--- src/rtl/bank_addr_map.sv ---
module bank_addr_map #(
  parameter int          OFS_W       = 7,
  parameter int          BANK_W      = 2,
  parameter int          SFR_TOP     = 32,
  parameter logic [31:0] COMMON_MASK = 32'h0000_0C1C,
  parameter int          PC_W        = 13,
  parameter bit          SMALL_PROG  = 1'b1
) (
  input  logic [OFS_W-1:0]        op_addr,
  input  logic [BANK_W-1:0]       bank_sel,
  input  logic [BANK_W-2:0]       ind_bank,
  input  logic [OFS_W:0]          ptr,
  input  logic [PC_W-1:0]         pc_in,
  output logic [BANK_W+OFS_W-1:0] phys_addr,
  output logic                    use_ptr,
  output logic                    void_access,
  output logic                    is_sfr,
  output logic                    is_gpr,
  output logic                    is_common,
  output logic [PC_W-1:0]         pc_out
);
  localparam int AW = BANK_W + OFS_W;
  localparam logic [PC_W-1:0] PC_MASK = {PC_W{1'b1}} >> (SMALL_PROG ? 1 : 0);

  logic [AW-1:0]    eff;
  logic [OFS_W-1:0] off;
  logic [31:0]      mask_sh;
  logic             low_zone;

  assign use_ptr     = (op_addr == '0);
  assign eff         = use_ptr ? {ind_bank, ptr} : {bank_sel, op_addr};
  assign off         = eff[OFS_W-1:0];
  assign low_zone    = 32'(off) < SFR_TOP;
  assign mask_sh     = COMMON_MASK >> off;
  assign void_access = (off == '0);
  assign is_sfr      = !void_access && low_zone;
  assign is_gpr      = !void_access && !low_zone;
  assign is_common   = is_sfr && mask_sh[0];
  assign phys_addr   = void_access ? '0 :
                       is_common   ? {{BANK_W{1'b0}}, off} : eff;
  assign pc_out      = pc_in & PC_MASK;

  always_comb begin

    one_class_chk: assert ($onehot({void_access, is_sfr, is_gpr}));

    common_bank0_chk: assert (!is_common || (is_sfr && phys_addr[AW-1:OFS_W] == '0));

    void_zero_chk: assert (!void_access || (phys_addr == '0 && use_ptr));

    ptr_keep_chk: assert (!(use_ptr && !void_access && !is_common) ||
                          phys_addr == {ind_bank, ptr});

    pc_range_chk: assert (!SMALL_PROG || pc_out[PC_W-1] == 1'b0);
  end
endmodule

--- config.mk ---
export PLATFORM = sky130hd
export DESIGN_NAME = bank_addr_map
export DESIGN_NICKNAME = d
export VERILOG_FILES = /design/src/rtl/bank_addr_map.sv
export SDC_FILE = /design/constraint.sdc
export NUM_CORES = 1
export LEC_CHECK = 0
export ABC_AREA = 1
export BUFFER_PORTS_ARGS = -buffer_cell sky130_fd_sc_hd__buf_2
export CORE_AREA = 2 2 39 41
export DETAILED_ROUTE_END_ITERATION = 16
export DIE_AREA = 0 0 41 43
export PLACE_DENSITY = 0.77
export SLEW_MARGIN = 20
export SYNTH_ARGS = -nofsm -noshare
export SYNTH_HDL_FRONTEND = slang
export SYNTH_SLANG_ARGS = --single-unit
--- constraint.sdc ---
create_clock -name vclk -period 2
set_input_delay 0.3 -clock vclk [all_inputs]
set_output_delay 0.3 -clock vclk [all_outputs]
set_load 0.02 [all_outputs]
After elaboration in Yosys (flattened, before gate mapping)
Cells that the tools add are included.

storage, ports and cells
  register bits = 0

cells by class
  reduce and logical (&&, ||, !) cells = 7
  muxes and demuxes = 3
  $lt $le $gt $ge = 1
  shifts and indexed selects = 1

operators by type and width
  cell                  count
  $mux 9                3
  $logic_not 7->1       2
  $shr 12x7->1 const A  1
  $lt 7x6->1 const B    1
  $logic_and 1x1->1     3
  $logic_not 1->1       2

Logic depth before layout (Yosys ltp)
Gate-level depths: netlist (run 1).

  depth in word-level cells = 8
  depth in mapped cells = 12

Worst setup path before layout (run 1)
No wires, ideal clock.

  path type = input-to-output
  start point = input op_addr[6]
  end point = output is_sfr
  setup slack = 0.151 ns
  required time = 1.700 ns
  buffers on the path = 0
  stages = 11
  data arrival time = 1.549 ns
  path through = nor2_1 > nand2_1 > nor2_2 > nand2_1 > nand2_1 > inv_1 > nand2_2 > nor2_1 > nand2_2 > inv_2 > nor2_1

between the ends
  cells in the longest elaborated chain, start to end = 5

RTL lines
  element                line  source
  start, declared        9     input logic [OFS_W-1:0] op_addr,
  $logic_not 7->1        30    assign use_ptr = (op_addr == '0);
  $mux 9 (*)             31    assign eff = use_ptr ? {ind_bank, ptr} : {bank_sel, op_addr};
  $logic_not 7->1 (*)    35    assign void_access = (off == '0);
  net void_access        16    output logic void_access,
  $logic_not 1->1 (*)    36    assign is_sfr = !void_access && low_zone;
  $logic_and 1x1->1 (*)  36
  end, declared          17    output logic is_sfr,

Mark *: on every way through the listed nets, which the timed path passes. The rest lies on a longest branch.

Worst setup path after layout (run 1)
  start point = input op_addr[6]
  end point = output phys_addr[7]

between the ends
  cells in the longest elaborated chain, start to end = 8

RTL lines
  element                                             line  source
  $logic_not 7->1                                     30
  $mux 9 (*)                                          31
  branches (longest 5 deep; another with $lt 7x6->1)  n/a
  $mux 9 (*)                                          39    assign phys_addr = void_access ? '0 :
  end, declared                                       14    output logic [BANK_W+OFS_W-1:0] phys_addr,

Mark *: on every way between the ends.

==> summary.md, run 1 <==
| Metric | Value |
|---|---|
| Status | complete, no violations |
| Switching Fraction | 0.589 |
| Number of nets in the synthesized netlist | 98 |
| Critical path required time | 1.70 ns |
| Data arrival time at the worst-slack endpoint | 1.54 ns |
| Final net count | 121 |
| Number of global-route vias before repair | 311 |
| Antenna diode instance count | 0 |
| CP endpoint kind | output port |
| Routed vias/inst | 3.94 |
| Number of sequential storage elements | 0 |
| Count of buffers inserted at the top-level ports | 32 |
| Placed inst area | 448 um2 |
| Largest stage delay on the critical path | 0.19 ns |
| Post-route ant nets | 0 |
| Routed wire length per instance | 8.14 um |
| Core outline area | 0.00138 mm2 |
| Number of slew-limit violations in the final report | 0 |
| Maximum number of pins on one net before global-route repair | 8 |
| Die Area | 0.00176 mm2 |
| Initial Utilization | 0.256 |
| Hold Fails Final Rpt | 0 |
| Sequential group share of total power | 0 |
| Category of cells accounting for the largest share of critical-path delay | simple AND/OR/NAND/NOR gates |
| Worst Path Max Fanout | 7 |
| Cell Rows | 14 |
| Critical Path Slowest Stage Cell | buf_4 |
| Launching element type of the critical path | input port |
| Mean instance size in the synthesized netlist | 5.28 um2 |
| Area growth, synth to finish | 26.5% |
| Number of DRC violations after detailed routing | 0 |
| Proportion of synthesized chip area in sequential cells | 0 |
| Power, Total | 0.0825 mW |
| Total routing usage reported by global routing | 0.0829 |
| Netlist area before placement | 354 um2 |
| Maximum capacitance violations | 0 |
| Fraction of layout cells with a size suffix above 1 | 0.511 |
| Antenna violations before repair | 0 |
| Global route total overflow | 0 |
| Final setup fails | 0 |
| Wire length after detailed routing | 847 um |
| Time the worst path needs with I/O delays and setup | 1.84 ns |
| Count of pins on the block boundary | 58 |
| Post-Route Utilization | 0.324 |
| Critical path cell sequence | buf_2 -> nor2_1 -> nand2_1 -> nor2_2 -> buf_4 -> nand2_4 -> nand2_4 -> inv_1 -> nand2_1 -> nor2_1 -> nand2_2 -> nand2_1 -> nor2_1 -> buf_2 |
| Number of synthesis warnings | 0 |
| Portion of the clock cycle consumed by the worst path in the final layout | 0.921 |
| Part of the total power dissipated in the clock network | 0 |
| Area taken by flip-flops and latches | 0 um2 |
| Worst vdd rail ir drop | 0.0000583 V |
| Die span in x | 41 um |
| Setup slack of the critical path after layout | 0.159 ns |
| Unrepaired setup endpoints after global routing | false |
| Vias after detailed routing | 410 |
| Floorplan die height | 43 um |
| Layout fillers | 167 |
| Cell area after layout | 448 um2 |
| Post-CTS Setup Repair Bufs | 0 |
| Gp weighted congestion | 0.794 |
| Cells resized by post-CTS repair | 0 |
| Synthesized instance count | 67 |
| Logic pwr share | 1.000 |
| Sw power | 0.0486 mW |
| Layout clock buffers | 0 |
| Highest attainable clock frequency | 0.543 GHz |
| Internal Pwr Total | 0.0339 mW |
| HPWL after DPL | 781 um |
| Worst slack after detailed placement | 0.135 ns |
| TritonRoute pass-1 iters | 2 |
| Violation count after the first detailed-routing iteration | 2 |
| Unique cell type count in the Yosys netlist | 14 |
| Power per unit of standard cell area | 184 mW/mm2 |
| Crit Path Category | input port to output port |
| Number of buffers inserted for hold repair after clock tree synthesis | 0 |
| Hold Path Class | input port to output port |
| Wire length of the first global-routing pass | 1.13 mm |
| Cell leakage power | 0.308 nW |
| Total buffers and inverters traversed by the critical path | 4 |
| Multi-input logic area | 200 um2 |
| Post-Route Setup TNS | 0 ns |
[logic make-up after synthesis]
family | count (synthesis) | share of synthesized area
and+or+nand+nor | 35 | 0.452
AOI/OAI and AO/OA | 5 | 0.102
other | 1 | 0.0106
buffers and inverters | 26 | 0.435
[metal layers]
| layer | share of wire | wire (um) | up-vias | track usage |
|---|---|---|---|---|
| li1 | - | - | 223 | - |
| met1 | 0.36 | 306 | 167 | 0.0918 |
| met2 | 0.48 | 408 | 20 | 0.153 |
| met3 | 0.16 | 133 | 0 | 0.00524 |
| met4 | 0 | 0 | 0 | 0.0267 |
| met5 | 0 | 0 | - | 0 |
[cell usage after synthesis, types with 2 or more instances]
master | number | area (um2)
nor2_2 | 2 | 12.5
nand2_4 | 2 | 22.5
nand2_2 | 2 | 12.5
a21oi_1 | 2 | 10.0
nand2_1 | 18 | 67.6
nor2_1 | 10 | 37.5
inv_1 | 11 | 41.3
buf_4 | 13 | 97.6
a21oi_2 | 2 | 17.5
[area by class of cell]
| type | count | area share |
|---|---|---|
| multi-input cells | 41 | 0.447 |
| repair buffers | 35 | 0.408 |
| well taps | 16 | 0.0447 |
| inverters | 12 | 0.101 |
[path summary, 6_finish.rpt]
kind,from,end,cells past startpoint,slack [ns]
setup / recovery,op_addr[6],phys_addr[7],14,0.16
hold / removal,pc_in[1],pc_out[1],0,0.60
[power by group through the flow]
stage	registers, mW	logic (mW)	clock network [mW]
global route	0	0.0903	0
floorplan	0	0.0820	0
CTS	0	0.0832	0
finish	0	0.0825	0
global placement	0	0.0820	0
detailed placement	0	0.0830	0
[through the flow]
step           hold slack (ns)  cells
5_1_grt                  0.600    104
2_1_floorplan            0.713     67
6_report                 0.600    104
4_1_cts                  0.600    104
3_3_place_gp             0.600    104
3_5_place_dp             0.600    104
[layout by cell type, fill, tap and decap left out]
cell      instances
conb_1            1
nand2_1          18
nand3b_1          1
inv_2             1
a21o_2            1
nor2_2            2
buf_2            32
nand2_4           2
nor2_1           10
buf_4             3
a21oi_1           2
a21oi_2           2
nand2_2           2
inv_1            11
No activity file was read; power rests on OpenSTA's default activity.
==> run 2: changes to the inputs <==
--- a/config.mk
+++ b/config.mk
@@ -10,6 +10,7 @@
 export CORE_AREA = 2 2 39 41
 export DETAILED_ROUTE_END_ITERATION = 16
 export DIE_AREA = 0 0 41 43
+export MAX_ROUTING_LAYER = met4
 export PLACE_DENSITY = 0.77
 export SLEW_MARGIN = 20
 export SYNTH_ARGS = -nofsm -noshare
==> constraint.sdc (replaced) <==
create_clock -name vclk -period 1.9
set_input_delay 0.285 -clock vclk [all_inputs]
set_output_delay 0.285 -clock vclk [all_outputs]
set_load 0.02 [all_outputs]
==> run 2 against run 1 <==
Routed wire length grew 3.9%; setup slack lost 0.021 ns; total power grew 7.8%; final cell count grew 0.96%; non-clock buffer count grew 1; first-iteration DRC count grew to 3.0 times the previous value; global-route usage grew 1.1 points; combinational power grew 7.8%; die area is the same.
==> summary.md, run 2 (synthesis results as in run 1) <==
| Metric | Value |
|---|---|
| Hold Fails Final Rpt | 0 (unchanged) |
| Post-Route Setup TNS | 0 ns (unchanged) |
| Count of buffers inserted at the top-level ports | 32 (unchanged) |
| Critical path required time | 1.62 ns (was 1.70 ns) |
| Wire length after detailed routing | 880 um (was 847 um) |
| Floorplan die height | 43 um (unchanged) |
| Area taken by flip-flops and latches | 0 um2 (unchanged) |
| CP endpoint kind | output port (unchanged) |
| Final net count | 122 (was 121) |
| Worst Path Max Fanout | 4 (was 7) |
| Sw power | 0.0521 mW (was 0.0486 mW) |
| Cell Rows | 14 (unchanged) |
| Maximum number of pins on one net before global-route repair | 5 (was 8) |
| Initial Utilization | 0.256 (unchanged) |
| Routed wire length per instance | 8.38 um (was 8.14 um) |
| Antenna violations before repair | 0 (unchanged) |
| Routed vias/inst | 3.99 (was 3.94) |
| Cells resized by post-CTS repair | 0 (unchanged) |
| Largest stage delay on the critical path | 0.16 ns (was 0.19 ns) |
| Number of slew-limit violations in the final report | 0 (unchanged) |
| Number of sequential storage elements | 0 (unchanged) |
| Area growth, synth to finish | 31.8% (was 26.5%) |
| Crit Path Category | input port to output port (unchanged) |
| Power, Total | 0.0889 mW (was 0.0825 mW) |
| Post-CTS Setup Repair Bufs | 0 (unchanged) |
| Cell leakage power | 0.315 nW (was 0.308 nW) |
| Number of global-route vias before repair | 344 (was 311) |
| HPWL after DPL | 782 um (was 781 um) |
| Number of DRC violations after detailed routing | 0 (unchanged) |
| Final cell count without fillers | 105 (was 104) |
| Logic pwr share | 1.000 (about the same) |
| Data arrival time at the worst-slack endpoint | 1.48 ns (was 1.54 ns) |
| Maximum capacitance violations | 0 (unchanged) |
| Global route total overflow | 0 (unchanged) |
| Core outline area | 0.00138 mm2 (unchanged) |
| Unrepaired setup endpoints after global routing | false (unchanged) |
| Wire length of the first global-routing pass | 1.24 mm (was 1.13 mm) |
| Worst vdd rail ir drop | 0.0000675 V (was 0.0000583 V) |
| Total routing usage reported by global routing | 0.0942 (was 0.0829) |
| Critical Path Slowest Stage Cell | buf_2 (was buf_4) |
| TritonRoute pass-1 iters | 4 (was 2) |
| Number of buffers inserted for hold repair after clock tree synthesis | 0 (unchanged) |
| Layout clock buffers | 0 (unchanged) |
| Part of the total power dissipated in the clock network | 0 (about the same) |
| Most used cells in the layout excluding fill and tap cells | buf_2, nand2_1, inv_1 (unchanged) |
| Worst Hold Endpoint | pc_out[1] (unchanged) |
| Fraction of layout cells with a size suffix above 1 | 0.517 (was 0.511) |
| Cell count after placement | 105 (was 104) |
| Post-Route Utilization | 0.337 (was 0.324) |
| Antenna diode instance count | 0 (unchanged) |
| Hold Path Class | input port to output port (unchanged) |
| Final setup fails | 0 (unchanged) |
| Vias after detailed routing | 419 (was 410) |
| Hold Path Origin | pc_in[1] (unchanged) |
| Portion of the clock cycle consumed by the worst path in the final layout | 0.928 |
| Highest attainable clock frequency | 0.567 GHz |
| Status | complete, no violations (unchanged) |
| Critical path cell sequence | buf_2 -> nor2_1 -> nand2_1 -> nor2_4 -> buf_6 -> nand2_4 -> nand2_4 -> inv_1 -> nand2_1 -> nor2_1 -> nand2_2 -> nand2_1 -> nor2_1 -> buf_2 (was buf_2 -> nor2_1 -> nand2_1 -> nor2_2 -> buf_4 -> nand2_4 -> nand2_4 -> inv_1 -> nand2_1 -> nor2_1 -> nand2_2 -> nand2_1 -> nor2_1 -> buf_2) |
| Time the worst path needs with I/O delays and setup | 1.76 ns |
| Count of pins on the block boundary | 58 (unchanged) |
| Sequential group share of total power | 0 (about the same) |
| Internal Pwr Total | 0.0368 mW (was 0.0339 mW) |
| Die span in x | 41 um (unchanged) |
| Post-route ant nets | 0 (unchanged) |
| Switching Fraction | 0.586 (was 0.589) |
| Commonest non-fill, non-tap cell in the layout | buf_2 (unchanged) |
| Number of cells on the worst hold path | 0 (unchanged) |
| Gp weighted congestion | 0.811 (was 0.794) |
| Die Area | 0.00176 mm2 (unchanged) |
| Violation count after the first detailed-routing iteration | 6 (was 2) |
| Launching element type of the critical path | input port (unchanged) |
| Power per unit of standard cell area | 191 mW/mm2 (was 184 mW/mm2) |
[run 2: cell count changes in the layout (fill, tap and decap cells not counted), sizes merged]
cell and change:
buf +1
[run 2: metal layers]
metal / GRT usage / vias up / share of wire
met3: 0.00524 / 0 / 0.15
met1: 0.101 / 172 / 0.36
met4: 0.0267 / 0 / 0
li1: - / 224 / -
met5: - / - / 0
met2: 0.172 / 23 / 0.49
[run 2: layout make-up]
cell class / instances / area, um2
Fill cell: 175 / 917
Inverter: 12 / 45.0
Multi-Input combinational cell: 41 / 205
Tap cell: 16 / 20.0
Timing Repair Buffer: 36 / 196
[run 2: critical path, delay by kind of cell]
family                 cells  cell delay [ns]
AND/OR/NAND/NOR           10             0.76
buffers and inverters      4             0.44
[run 2: worst max path at each step]
stage                    start      endpoint  slack, ns  cells after the start
finish              op_addr[6]  phys_addr[7]       0.14                     14
global placement    op_addr[6]  phys_addr[8]       0.13                     14
CTS                 op_addr[2]  phys_addr[7]       0.08                     14
global route        op_addr[4]  phys_addr[8]       0.02                     14
floorplan           op_addr[6]        is_sfr       0.08                     11
detailed placement  op_addr[2]  phys_addr[7]       0.09                     14
[run 2: power groups by stage]
stage | Combinational [mW] | Sequential, mW | Clock (mW)
floorplan | 0.0863 | 0 | 0
global placement | 0.0865 | 0 | 0
detailed placement | 0.0876 | 0 | 0
CTS | 0.0880 | 0 | 0
global route | 0.0975 | 0 | 0
finish | 0.0889 | 0 | 0
[run 2: per-stage QoR]
stage               worst slack [ns]  hold slack [ns]  cell area (um2)
finish                         0.138            0.570              467
global placement               0.129            0.570              455
CTS                           0.0832            0.570              455
floorplan                     0.0805            0.683              354
detailed placement            0.0878            0.570              455
global route                  0.0196            0.570              467
